File: config.mk
export PLATFORM = sky130hd
export DESIGN_NAME = pci_cfg_stcmd
export DESIGN_NICKNAME = d
export VERILOG_FILES = /design/src/rtl/pci_stcmd_pkg.sv /design/src/rtl/stcmd_rst_sync.sv /design/src/rtl/stcmd_event_qual.sv /design/src/rtl/stcmd_flag_bank.sv /design/src/rtl/stcmd_cmd_reg.sv /design/src/rtl/pci_cfg_stcmd.sv
export SDC_FILE = /design/constraint.sdc
export NUM_CORES = 1
export LEC_CHECK = 0
export ABC_AREA = 1
export BUFFER_PORTS_ARGS = -buffer_cell sky130_fd_sc_hd__buf_2
export CORE_ASPECT_RATIO = 1.4
export CORE_MARGIN = 1
export CORE_UTILIZATION = 38
export CTS_BUF_LIST = sky130_fd_sc_hd__clkbuf_8
export DETAILED_ROUTE_END_ITERATION = 8
export PLACE_DENSITY = 0.82
export SLEW_MARGIN = 20
export SYNTH_ARGS = -nofsm -noshare
export SYNTH_HDL_FRONTEND = slang
export SYNTH_SLANG_ARGS = --single-unit
File: constraint.sdc
create_clock -name clk -period 0.8 [get_ports clk]
set_input_delay 0.16 -clock clk [delete_from_list [all_inputs] [get_ports clk]]
set_output_delay 0.16 -clock clk [all_outputs]
set_load 0.03 [all_outputs]
File: src/rtl/pci_stcmd_pkg.sv
package pci_stcmd_pkg;
  localparam int unsigned CFG_W      = 32;
  localparam int unsigned CMD_W      = 16;
  localparam int unsigned BE_W       = CFG_W / 8;
  localparam int unsigned NUM_FLAGS  = 6;

  localparam int unsigned FL_PAR_DET   = 0;
  localparam int unsigned FL_SERR_SIG  = 1;
  localparam int unsigned FL_MABT_RCV  = 2;
  localparam int unsigned FL_TABT_RCV  = 3;
  localparam int unsigned FL_TABT_SIG  = 4;
  localparam int unsigned FL_MDATA_PAR = 5;

  localparam int unsigned FLAG_POS [NUM_FLAGS] = '{31, 30, 29, 28, 27, 24};

  localparam int unsigned DEVSEL_LSB    = 25;
  localparam int unsigned FB2B_CAP_BIT  = 23;
  localparam int unsigned CMD_PERR_RESP = 6;

  typedef logic [NUM_FLAGS-1:0] flag_vec_t;
endpackage

File: src/rtl/stcmd_rst_sync.sv
module stcmd_rst_sync #(
  parameter int unsigned STAGES = 2
) (
  input  logic clk,
  input  logic rst_n,
  output logic rst_sync_n
);
  logic [STAGES-1:0] sync_q;
  logic [STAGES-1:0] sync_d;

  always_comb begin
    sync_d = {sync_q[STAGES-2:0], 1'b1};
  end

  always_ff @(posedge clk or negedge rst_n) begin
    if (!rst_n) sync_q <= '0;
    else        sync_q <= sync_d;
  end

  assign rst_sync_n = sync_q[STAGES-1];
endmodule

File: src/rtl/stcmd_event_qual.sv
module stcmd_event_qual
  import pci_stcmd_pkg::*;
(
  input  logic      ev_par_err,
  input  logic      ev_serr_sig,
  input  logic      ev_mabort,
  input  logic      ev_mabort_spcl,
  input  logic      ev_tabort_rcv,
  input  logic      ev_tabort_sig,
  input  logic      ev_perr_mrd,
  input  logic      ev_perr_mwr,
  input  logic      is_master,
  input  logic      perr_resp,
  output flag_vec_t set_vec
);
  always_comb begin
    set_vec               = '0;
    // Parity detection does not depend on the response bit.
    set_vec[FL_PAR_DET]   = ev_par_err;
    set_vec[FL_SERR_SIG]  = ev_serr_sig;
    // Special cycles never end in a reported master abort.
    set_vec[FL_MABT_RCV]  = ev_mabort & ~ev_mabort_spcl;
    set_vec[FL_TABT_RCV]  = ev_tabort_rcv;
    set_vec[FL_TABT_SIG]  = ev_tabort_sig;
    // Master data parity needs role, a PERR source and the response bit.
    set_vec[FL_MDATA_PAR] = is_master & (ev_perr_mrd | ev_perr_mwr) & perr_resp;
  end
endmodule

File: src/rtl/stcmd_flag_bank.sv
module stcmd_flag_bank
  import pci_stcmd_pkg::*;
(
  input  logic      clk,
  input  logic      rst_n,
  input  flag_vec_t set_vec,
  input  flag_vec_t clr_vec,
  output flag_vec_t flags
);
  flag_vec_t flag_q;
  flag_vec_t flag_d;
  logic      flag_en;

  always_comb begin
    flag_en = (|set_vec) | (|clr_vec);
    // Set has priority so that no event is lost.
    flag_d  = (flag_q & ~clr_vec) | set_vec;
  end

  always_ff @(posedge clk or negedge rst_n) begin
    if (!rst_n)       flag_q <= '0;
    else if (flag_en) flag_q <= flag_d;
  end

  assign flags = flag_q;

  for (genvar i = 0; i < NUM_FLAGS; i++) begin : g_chk
    p_set_wins_r5: assert property (@(posedge clk) disable iff (!rst_n)
      set_vec[i] |=> flag_q[i])
      else $error("flag %0d not set after event", i);
    p_sticky_r3: assert property (@(posedge clk) disable iff (!rst_n)
      (flag_q[i] && !clr_vec[i]) |=> flag_q[i])
      else $error("flag %0d dropped without clear", i);
    p_w1c_r4: assert property (@(posedge clk) disable iff (!rst_n)
      (clr_vec[i] && !set_vec[i]) |=> !flag_q[i])
      else $error("flag %0d not cleared", i);
    p_no_spurious_r2: assert property (@(posedge clk) disable iff (!rst_n)
      (!flag_q[i] && !set_vec[i]) |=> !flag_q[i])
      else $error("flag %0d set without event", i);
  end
endmodule

File: src/rtl/stcmd_cmd_reg.sv
module stcmd_cmd_reg #(
  parameter int unsigned         WIDTH = 16,
  parameter logic [WIDTH-1:0]    WMASK = 16'h03FF
) (
  input  logic                 clk,
  input  logic                 rst_n,
  input  logic                 wr_en,
  input  logic [WIDTH/8-1:0]   wr_be,
  input  logic [WIDTH-1:0]     wr_data,
  output logic [WIDTH-1:0]     cmd_q
);
  localparam int unsigned LANES = WIDTH / 8;

  logic [WIDTH-1:0] cmd_d;
  logic             cmd_we;

  for (genvar l = 0; l < LANES; l++) begin : g_lane
    always_comb begin
      if (wr_en && wr_be[l]) cmd_d[l*8 +: 8] = wr_data[l*8 +: 8] & WMASK[l*8 +: 8];
      else                   cmd_d[l*8 +: 8] = cmd_q[l*8 +: 8];
    end

    p_lane_hold_r10: assert property (@(posedge clk) disable iff (!rst_n)
      !(wr_en && wr_be[l]) |=> $stable(cmd_q[l*8 +: 8]))
      else $error("command lane %0d changed without enable", l);
  end

  assign cmd_we = wr_en & (|wr_be);

  always_ff @(posedge clk or negedge rst_n) begin
    if (!rst_n)      cmd_q <= '0;
    else if (cmd_we) cmd_q <= cmd_d;
  end
endmodule

File: src/rtl/pci_cfg_stcmd.sv
module pci_cfg_stcmd
  import pci_stcmd_pkg::*;
#(
  parameter logic [1:0]       DEVSEL_CODE = 2'b01,
  parameter logic             FB2B_CAP    = 1'b1,
  parameter logic [CMD_W-1:0] CMD_WMASK   = 16'h03FF,
  parameter int unsigned      RST_STAGES  = 2
) (
  input  logic             clk,
  input  logic             rst_n,
  input  logic             cfg_wr_en,
  input  logic [BE_W-1:0]  cfg_wr_be,
  input  logic [CFG_W-1:0] cfg_wr_data,
  output logic [CFG_W-1:0] cfg_rd_data,
  input  logic             ev_par_err,
  input  logic             ev_serr_sig,
  input  logic             ev_mabort,
  input  logic             ev_mabort_spcl,
  input  logic             ev_tabort_rcv,
  input  logic             ev_tabort_sig,
  input  logic             ev_perr_mrd,
  input  logic             ev_perr_mwr,
  input  logic             is_master,
  input  logic             perr_irq_en,
  output logic             perr_irq
);
  localparam int unsigned CMD_BE = CMD_W / 8;

  logic             rst_sync_n;
  logic [CMD_W-1:0] cmd_q;
  flag_vec_t        set_vec;
  flag_vec_t        clr_vec;
  flag_vec_t        flags;
  logic             irq_d;
  logic             irq_q;
  logic [CFG_W-1:0] flag_word_mask;
  logic             unused_wbits;

  stcmd_rst_sync #(.STAGES(RST_STAGES)) u_rst (
    .clk        (clk),
    .rst_n      (rst_n),
    .rst_sync_n (rst_sync_n)
  );

  stcmd_cmd_reg #(.WIDTH(CMD_W), .WMASK(CMD_WMASK)) u_cmd (
    .clk     (clk),
    .rst_n   (rst_sync_n),
    .wr_en   (cfg_wr_en),
    .wr_be   (cfg_wr_be[CMD_BE-1:0]),
    .wr_data (cfg_wr_data[CMD_W-1:0]),
    .cmd_q   (cmd_q)
  );

  stcmd_event_qual u_qual (
    .ev_par_err     (ev_par_err),
    .ev_serr_sig    (ev_serr_sig),
    .ev_mabort      (ev_mabort),
    .ev_mabort_spcl (ev_mabort_spcl),
    .ev_tabort_rcv  (ev_tabort_rcv),
    .ev_tabort_sig  (ev_tabort_sig),
    .ev_perr_mrd    (ev_perr_mrd),
    .ev_perr_mwr    (ev_perr_mwr),
    .is_master      (is_master),
    .perr_resp      (cmd_q[CMD_PERR_RESP]),
    .set_vec        (set_vec)
  );

  for (genvar i = 0; i < NUM_FLAGS; i++) begin : g_clr
    assign clr_vec[i] = cfg_wr_en & cfg_wr_be[FLAG_POS[i]/8] & cfg_wr_data[FLAG_POS[i]];
  end

  stcmd_flag_bank u_flags (
    .clk     (clk),
    .rst_n   (rst_sync_n),
    .set_vec (set_vec),
    .clr_vec (clr_vec),
    .flags   (flags)
  );

  always_comb begin
    flag_word_mask = '0;
    for (int i = 0; i < NUM_FLAGS; i++) flag_word_mask[FLAG_POS[i]] = 1'b1;
  end

  assign unused_wbits = ^{cfg_wr_data[CFG_W-1:CMD_W] & ~flag_word_mask[CFG_W-1:CMD_W],
                          cfg_wr_be[BE_W-2:CMD_BE]};

  always_comb begin
    cfg_rd_data                              = '0;
    cfg_rd_data[CMD_W-1:0]                   = cmd_q;
    cfg_rd_data[DEVSEL_LSB +: 2]             = DEVSEL_CODE;
    cfg_rd_data[FB2B_CAP_BIT]                = FB2B_CAP;
    for (int i = 0; i < NUM_FLAGS; i++) cfg_rd_data[FLAG_POS[i]] = flags[i];
  end

  always_comb begin
    irq_d = flags[FL_PAR_DET] & perr_irq_en;
  end

  always_ff @(posedge clk or negedge rst_sync_n) begin
    if (!rst_sync_n) irq_q <= 1'b0;
    else             irq_q <= irq_d;
  end

  assign perr_irq = irq_q;

  p_irq_source_r11: assert property (@(posedge clk) disable iff (!rst_sync_n)
    perr_irq |-> $past(flags[FL_PAR_DET] && perr_irq_en))
    else $error("interrupt without enabled parity flag");

  p_irq_follow_r11: assert property (@(posedge clk) disable iff (!rst_sync_n)
    (flags[FL_PAR_DET] && perr_irq_en) |=> perr_irq)
    else $error("interrupt missing");

  p_mdp_qual_r7: assert property (@(posedge clk) disable iff (!rst_sync_n)
    $rose(flags[FL_MDATA_PAR]) |-> $past(is_master && cmd_q[CMD_PERR_RESP]))
    else $error("master data parity set without qualification");

  p_mabort_spcl_r8: assert property (@(posedge clk) disable iff (!rst_sync_n)
    (ev_mabort && ev_mabort_spcl && !flags[FL_MABT_RCV]) |=> !flags[FL_MABT_RCV])
    else $error("special cycle abort set master abort flag");

  p_reserved_cmd_r10: assert property (@(posedge clk) disable iff (!rst_sync_n)
    (cmd_q & ~CMD_WMASK) == '0)
    else $error("reserved command bit set");
endmodule

==> metrics.txt, run 1 <==
via count=between 800 and 900; dominant cell type by area after synthesis=dfrtp_1; R2R depth=4; syn avg cell area=8.64 sq um; sw frac=roughly 33%; pins over their slew limit=0; Placer Congestion=~0.76; dpl hpwl=approximately 1400 microns; aggregate global-route resource usage=between 10% and 20%; Pleak=0.808 nW; Post-synth top flop=dfrtp_1; worst setup path category=flip-flop to output port; Critical Path Start=u_cmd.cmd_q[4]; Worst Slack Setup Final=-0.168 ns; Clock Skews=~0.0044 ns; Layout area overhead=49.2%; startpoint types=flip-flop; flop2flop setup slack=-0.05 ns; antenna violations before repair=0; first-pass GRT wire length=between 3000 and 4000 microns; WP data required=approximately 0.64 ns; Comb pwr share=between 30% and 40%; most common cell in the netlist=nand2_1; failing checks=setup timing; unrepaired setup endpoints after global routing=yes; Worst path max stage delay=0.41 ns; number of CTS-inserted buffers=3; largest net degree at the start of global routing=13; vias in the first global route=slightly above 800; nets=~220; Top Ports=82; share of layout cells above drive strength 1=about 41%; drt wl/cell=approximately 11 microns; row count=20; critical path's top delay family=flip-flops; vias per cell=about 4.5; First-pass DRT Iterations=4; CTS tree=yes; worst-path cell chain=buf_6; Seq pwr share=between 40% and 50%; CP Depth=1; Distinct cells, synth=9; Fmax=approximately 1.0 GHz; chip height=approximately 60 microns; Initial DRC Count=12; Syn Std Cell Area=907 sq um; CP endpoint kind=output port; Critical-path top delay cell=dfrtp_1; Final Hold Fails=0; Post-DRT Antenna Nets=0; worst-path maximum fanout=2; synth top area cells=dfrtp_1, nand2_1, buf_4; Yosys warning count=0; fin cells=~190; Post-synth EDFFs=0; wirelength, routed=between 2000 and 2500 microns; worst hold path class=input port to flip-flop; # clock sinks=19; Max Cap Viol=0; H-tree depth=1; ant diodes=0; power density cells=around 1900 nW/um^2; Die X=43.3 microns; Cell Int Power=1.78 mW; cells after synthesis=105; Root Buffer=clkbuf_8; status=finished, violations left; R2R Path Start=u_flags.flags[0]; FFs w/ async S/R, synth=between 90% and 100%; clock group share of total power=between 20% and 30%; Worst Path Buf+Inv=1; Setup violations, final=20; worst skew pair latency=around 0.25 ns; Synth top area share=a little over half; synth cell count leaders=nand2_1, dfrtp_1, buf_4, nand3_1, inv_1; Reg clk slew, reported paths=~0.07 ns; register area share after synthesis=approximately 52%; core area=approximately 2200 sq um; Initial Util=about 41%; fin crit share=121%; Net Sw Power=~0.86 mW; grt ovf=0; Worst VDD drop=1.31 mV; final setup TNS=-2.57 ns; # port buffers=48; worst-case clock buffer depth=2; DRC=0; FF-to-FF End=u_flags.flags[0]; Die Area=2590 sq um; Final Critical Period=~0.97 ns; WP data arrival=between 0.8 and 0.9 ns; critical path capture point=cfg_rd_data[4]; Synth Register Bits=19; placed insts=around 170
cells by family (layout without fill, tap and decap cells):
family | Yosys count | count (layout) | synth area share [%]
and+or+nand+nor | 55 | 55 | 25.2
other | 2 | 17 | 0.828
buffers and inverters | 29 | 78 | 21.5
DFF | 19 | 19 | 52.4
per-stage QoR:
step | power (mW) | hold WS, ns | cell area, sq um | util, % | setup WS (ns)
6_report | 2.64 | 0.0975 | 1350 | 61.5 | -0.168
5_1_grt | 2.76 | 0.103 | 1350 | 61.5 | -0.178
4_1_cts | 2.60 | 0.0956 | 1310 | 59.3 | -0.160
3_5_place_dp | 1.77 | -0.0536 | 1100 | 49.9 | -0.0352
3_3_place_gp | 1.75 | -0.0539 | 1100 | 49.9 | -0.00268
2_1_floorplan | 1.63 | -0.136 | 963 | - | 0.0594
state kept, by name (all words and copies together), names as in the netlist:
| signal | count |
|---|---|
| u_cmd.cmd_q | 10 |
| perr_irq | 1 |
| u_flags.flags | 6 |
| u_rst.sync_q | 2 |
power by group through the flow:
stage	Sequential (mW)	Clock, mW	Combinational, mW
finish	1.13	0.631	0.875
global placement	1.12	0	0.633
global route	1.14	0.688	0.937
floorplan	1.32	0	0.314
CTS	1.13	0.650	0.821
detailed placement	1.13	0	0.646
per-layer routing:
metal / up-vias / wire length, microns / GRT usage, %
met2: 39 / 1300 / 34.3
met1: 413 / 718 / 17.2
met4: 0 / 10 / 5.19
met3: 2 / 106 / 1.81
met5: - / 0 / 0
li1: 412 / - / -
placed cells by master (no fill, tap or decap):
master / n
nand2_1: 37
buf_2: 31
dfrtp_1: 19
conb_1: 17
buf_6: 17
nand3_1: 16
buf_4: 16
inv_1: 10
clkbuf_8: 3
nand2_2: 2
dlygate4sd3_1: 1
worst min-delay path by stage:
stage	to	start	slack, ns	cells after the start
floorplan	u_rst.sync_q[0]	rst_n	-0.14	0
global placement	u_rst.sync_q[0]	rst_n	-0.05	1
detailed placement	u_rst.sync_q[0]	rst_n	-0.05	1
CTS	u_flags.flags[4]	ev_tabort_sig	0.1	3
global route	u_flags.flags[0]	ev_par_err	0.10	3
finish	u_flags.flags[3]	ev_tabort_rcv	0.1	3
worst register-to-register path, stage by stage, from the launching register on:
cell     delay, ns
dfrtp_1       0.39
buf_4         0.13
buf_4         0.12
nand2_2       0.05
nand2_1       0.04
cell type report:
type | instances | area, sq um
Clock inverter | 1 | 3.75
Tap cell | 22 | 27.5
Sequential cell | 19 | 475
Inverter | 9 | 33.8
Multi-Input combinational cell | 72 | 295
Fill cell | 185 | 848
Timing Repair Buffer | 65 | 477
Clock buffer | 3 | 41.3
repair_timing:
item / 4_1_cts / 5_1_grt
hold buffers: 1 / 0
pin swaps: 0 / 0
endpoints found under the hold margin: 2 / 0
gates resized for setup: 34 / 1
endpoints found under the setup margin: 17 / 18
buffers inserted: 6 / 6
(Power assumes the default switching activity.)
==> inputs of run 2 (changes only) <==
--- a/config.mk
+++ b/config.mk
@@ -12,6 +12,7 @@
 export CORE_UTILIZATION = 38
 export CTS_BUF_LIST = sky130_fd_sc_hd__clkbuf_8
 export DETAILED_ROUTE_END_ITERATION = 8
+export GPL_ROUTABILITY_DRIVEN = 0
 export PLACE_DENSITY = 0.82
 export SLEW_MARGIN = 20
 export SYNTH_ARGS = -nofsm -noshare
==> constraint.sdc (replaced) <==
create_clock -name clk -period 0.8 [get_ports clk]
set_input_delay 0.08 -clock clk [delete_from_list [all_inputs] [get_ports clk]]
set_output_delay 0.08 -clock clk [all_outputs]
set_load 0.03 [all_outputs]
==> metrics.txt, run 2 (same netlist as run 1, synthesis figures left out) <==
placed insts=roughly 170; Final Critical Period=~0.88 ns; Critical-path top delay cell=dfrtp_1; via count=about 840; WP data required=between 0.7 and 0.8 ns; largest net degree at the start of global routing=13; first-pass GRT wire length=3250 microns; Worst VDD drop=between 1 and 1.5 mV; Clock Skews=between 0.004 and 0.005 ns; WP data arrival=approximately 0.80 ns; worst hold path class=input port to flip-flop; Die X=around 43 microns; aggregate global-route resource usage=16.6%; Top Ports=82; First-pass DRT Iterations=4; final setup TNS=-1.13 ns; fin cells=185; row count=20; share of layout cells above drive strength 1=between 30% and 40%; Initial DRC Count=12; vias per cell=4.52; power density cells=between 1500 and 2000 nW/um^2; Pleak=0.775 nW; critical path's top delay family=flip-flops; Layout area overhead=45.1%; Worst Path Buf+Inv=1; failing checks=setup timing; commonest non-fill, non-tap cells in the layout=nand2_1, buf_2, dfrtp_1; worst skew pair latency=roughly 0.25 ns; max FFs per register=10; Max Cap Viol=0; CP endpoint kind=output port; Worst path max stage delay=around 0.41 ns; Die Area=2590 sq um; Fmax=1.13 GHz; dpl hpwl=around 1400 microns; most common cell after layout, fill and taps aside=nand2_1; nets=approximately 210; drt wl/cell=~11 microns; worst-path maximum fanout=2; Setup violations, final=18; # port buffers=between 40 and 50; Reg clk slew, reported paths=0.07 ns; worst-path cell chain=buf_6; pins over their slew limit=0; unrepaired setup endpoints after global routing=yes; fin crit share=110%; startpoint types=flip-flop; # clock sinks=19; grt ovf=0; H-tree depth=1; Worst Slack Setup Final=-0.0833 ns; status=finished, violations left; Initial Util=between 40% and 50%; DRC=0; ant diodes=0; Final Power=about 2.6 mW; chip height=around 60 microns; number of CTS-inserted buffers=3; Top reg by flops=u_cmd.cmd_q; worst setup path category=flip-flop to output port; vias in the first global route=840; CTS tree=yes; Final Hold Fails=0; worst-case clock buffer depth=2; wirelength, routed=around 2000 microns; antenna violations before repair=0; core area=around 2200 sq um; Root Buffer=clkbuf_8; Post-DRT Antenna Nets=0
[run 2: report_power, final]
| part | switching (mW) | total, mW | internal (mW) |
|---|---|---|---|
| combinational | 0.485 | 0.828 | 0.343 |
| sequential | 0.0700 | 1.13 | 1.06 |
| clock | 0.303 | 0.653 | 0.350 |
| total | 0.859 | 2.61 | 1.75 |
[run 2: timing repair]
item	in CTS	in global routing
pin swaps	0	3
endpoints found under the hold margin	2	0
buffers inserted	2	5
hold buffers	1	0
setup endpoints to repair	17	18
gates resized for setup	33	3
[run 2: final timing paths]
path / slack, ns / cells past startpoint / start / endpoint
setup / recovery: -0.08 / 1 / u_cmd.cmd_q[1] / cfg_rd_data[1]
hold / removal: 0.01 / 3 / ev_tabort_sig / u_flags.flags[4]
setup reg to reg: -0.01 / 5 / u_cmd.cmd_q[6] / u_flags.flags[5]
hold reg to reg: 0.17 / 1 / u_rst.sync_q[1] / u_flags.flags[2]
max in group asynchronous: 0.46 / 1 / u_rst.sync_q[1] / u_flags.flags[5]
min in group asynchronous: 0.14 / 2 / rst_n / u_rst.sync_q[1]
[run 2: metrics by stage]
stage	setup slack, ns	utilization [%]	hold WS, ns	instance area [sq um]
2_1_floorplan	0.0594	-	-0.216	963
3_3_place_gp	0.0913	49.6	-0.134	1090
3_5_place_dp	0.0408	49.6	-0.131	1090
4_1_cts	-0.0926	57.6	0.0120	1270
5_1_grt	-0.123	59.8	0.0169	1320
6_report	-0.0833	59.8	0.0120	1320
[run 2: routing by layer]
| layer | track usage [%] | vias to the layer above | part of all wire, % |
|---|---|---|---|
| li1 | - | 399 | - |
| met1 | 16.8 | 389 | 34 |
| met2 | 32.4 | 47 | 58 |
| met3 | 2.72 | 2 | 7.2 |
| met4 | 6.93 | 0 | 0.20 |
| met5 | 0 | - | 0 |
[run 2: cell type report]
| cell class | count | area (sq um) |
|---|---|---|
| inverter | 9 | 33.8 |
| timing repair buffer | 59 | 435 |
| clock buffer | 3 | 41.3 |
| multi-input combinational | 72 | 295 |
| tap | 22 | 27.5 |
| clock inverter | 1 | 7.51 |
| sequential | 19 | 475 |
| fill | 188 | 886 |
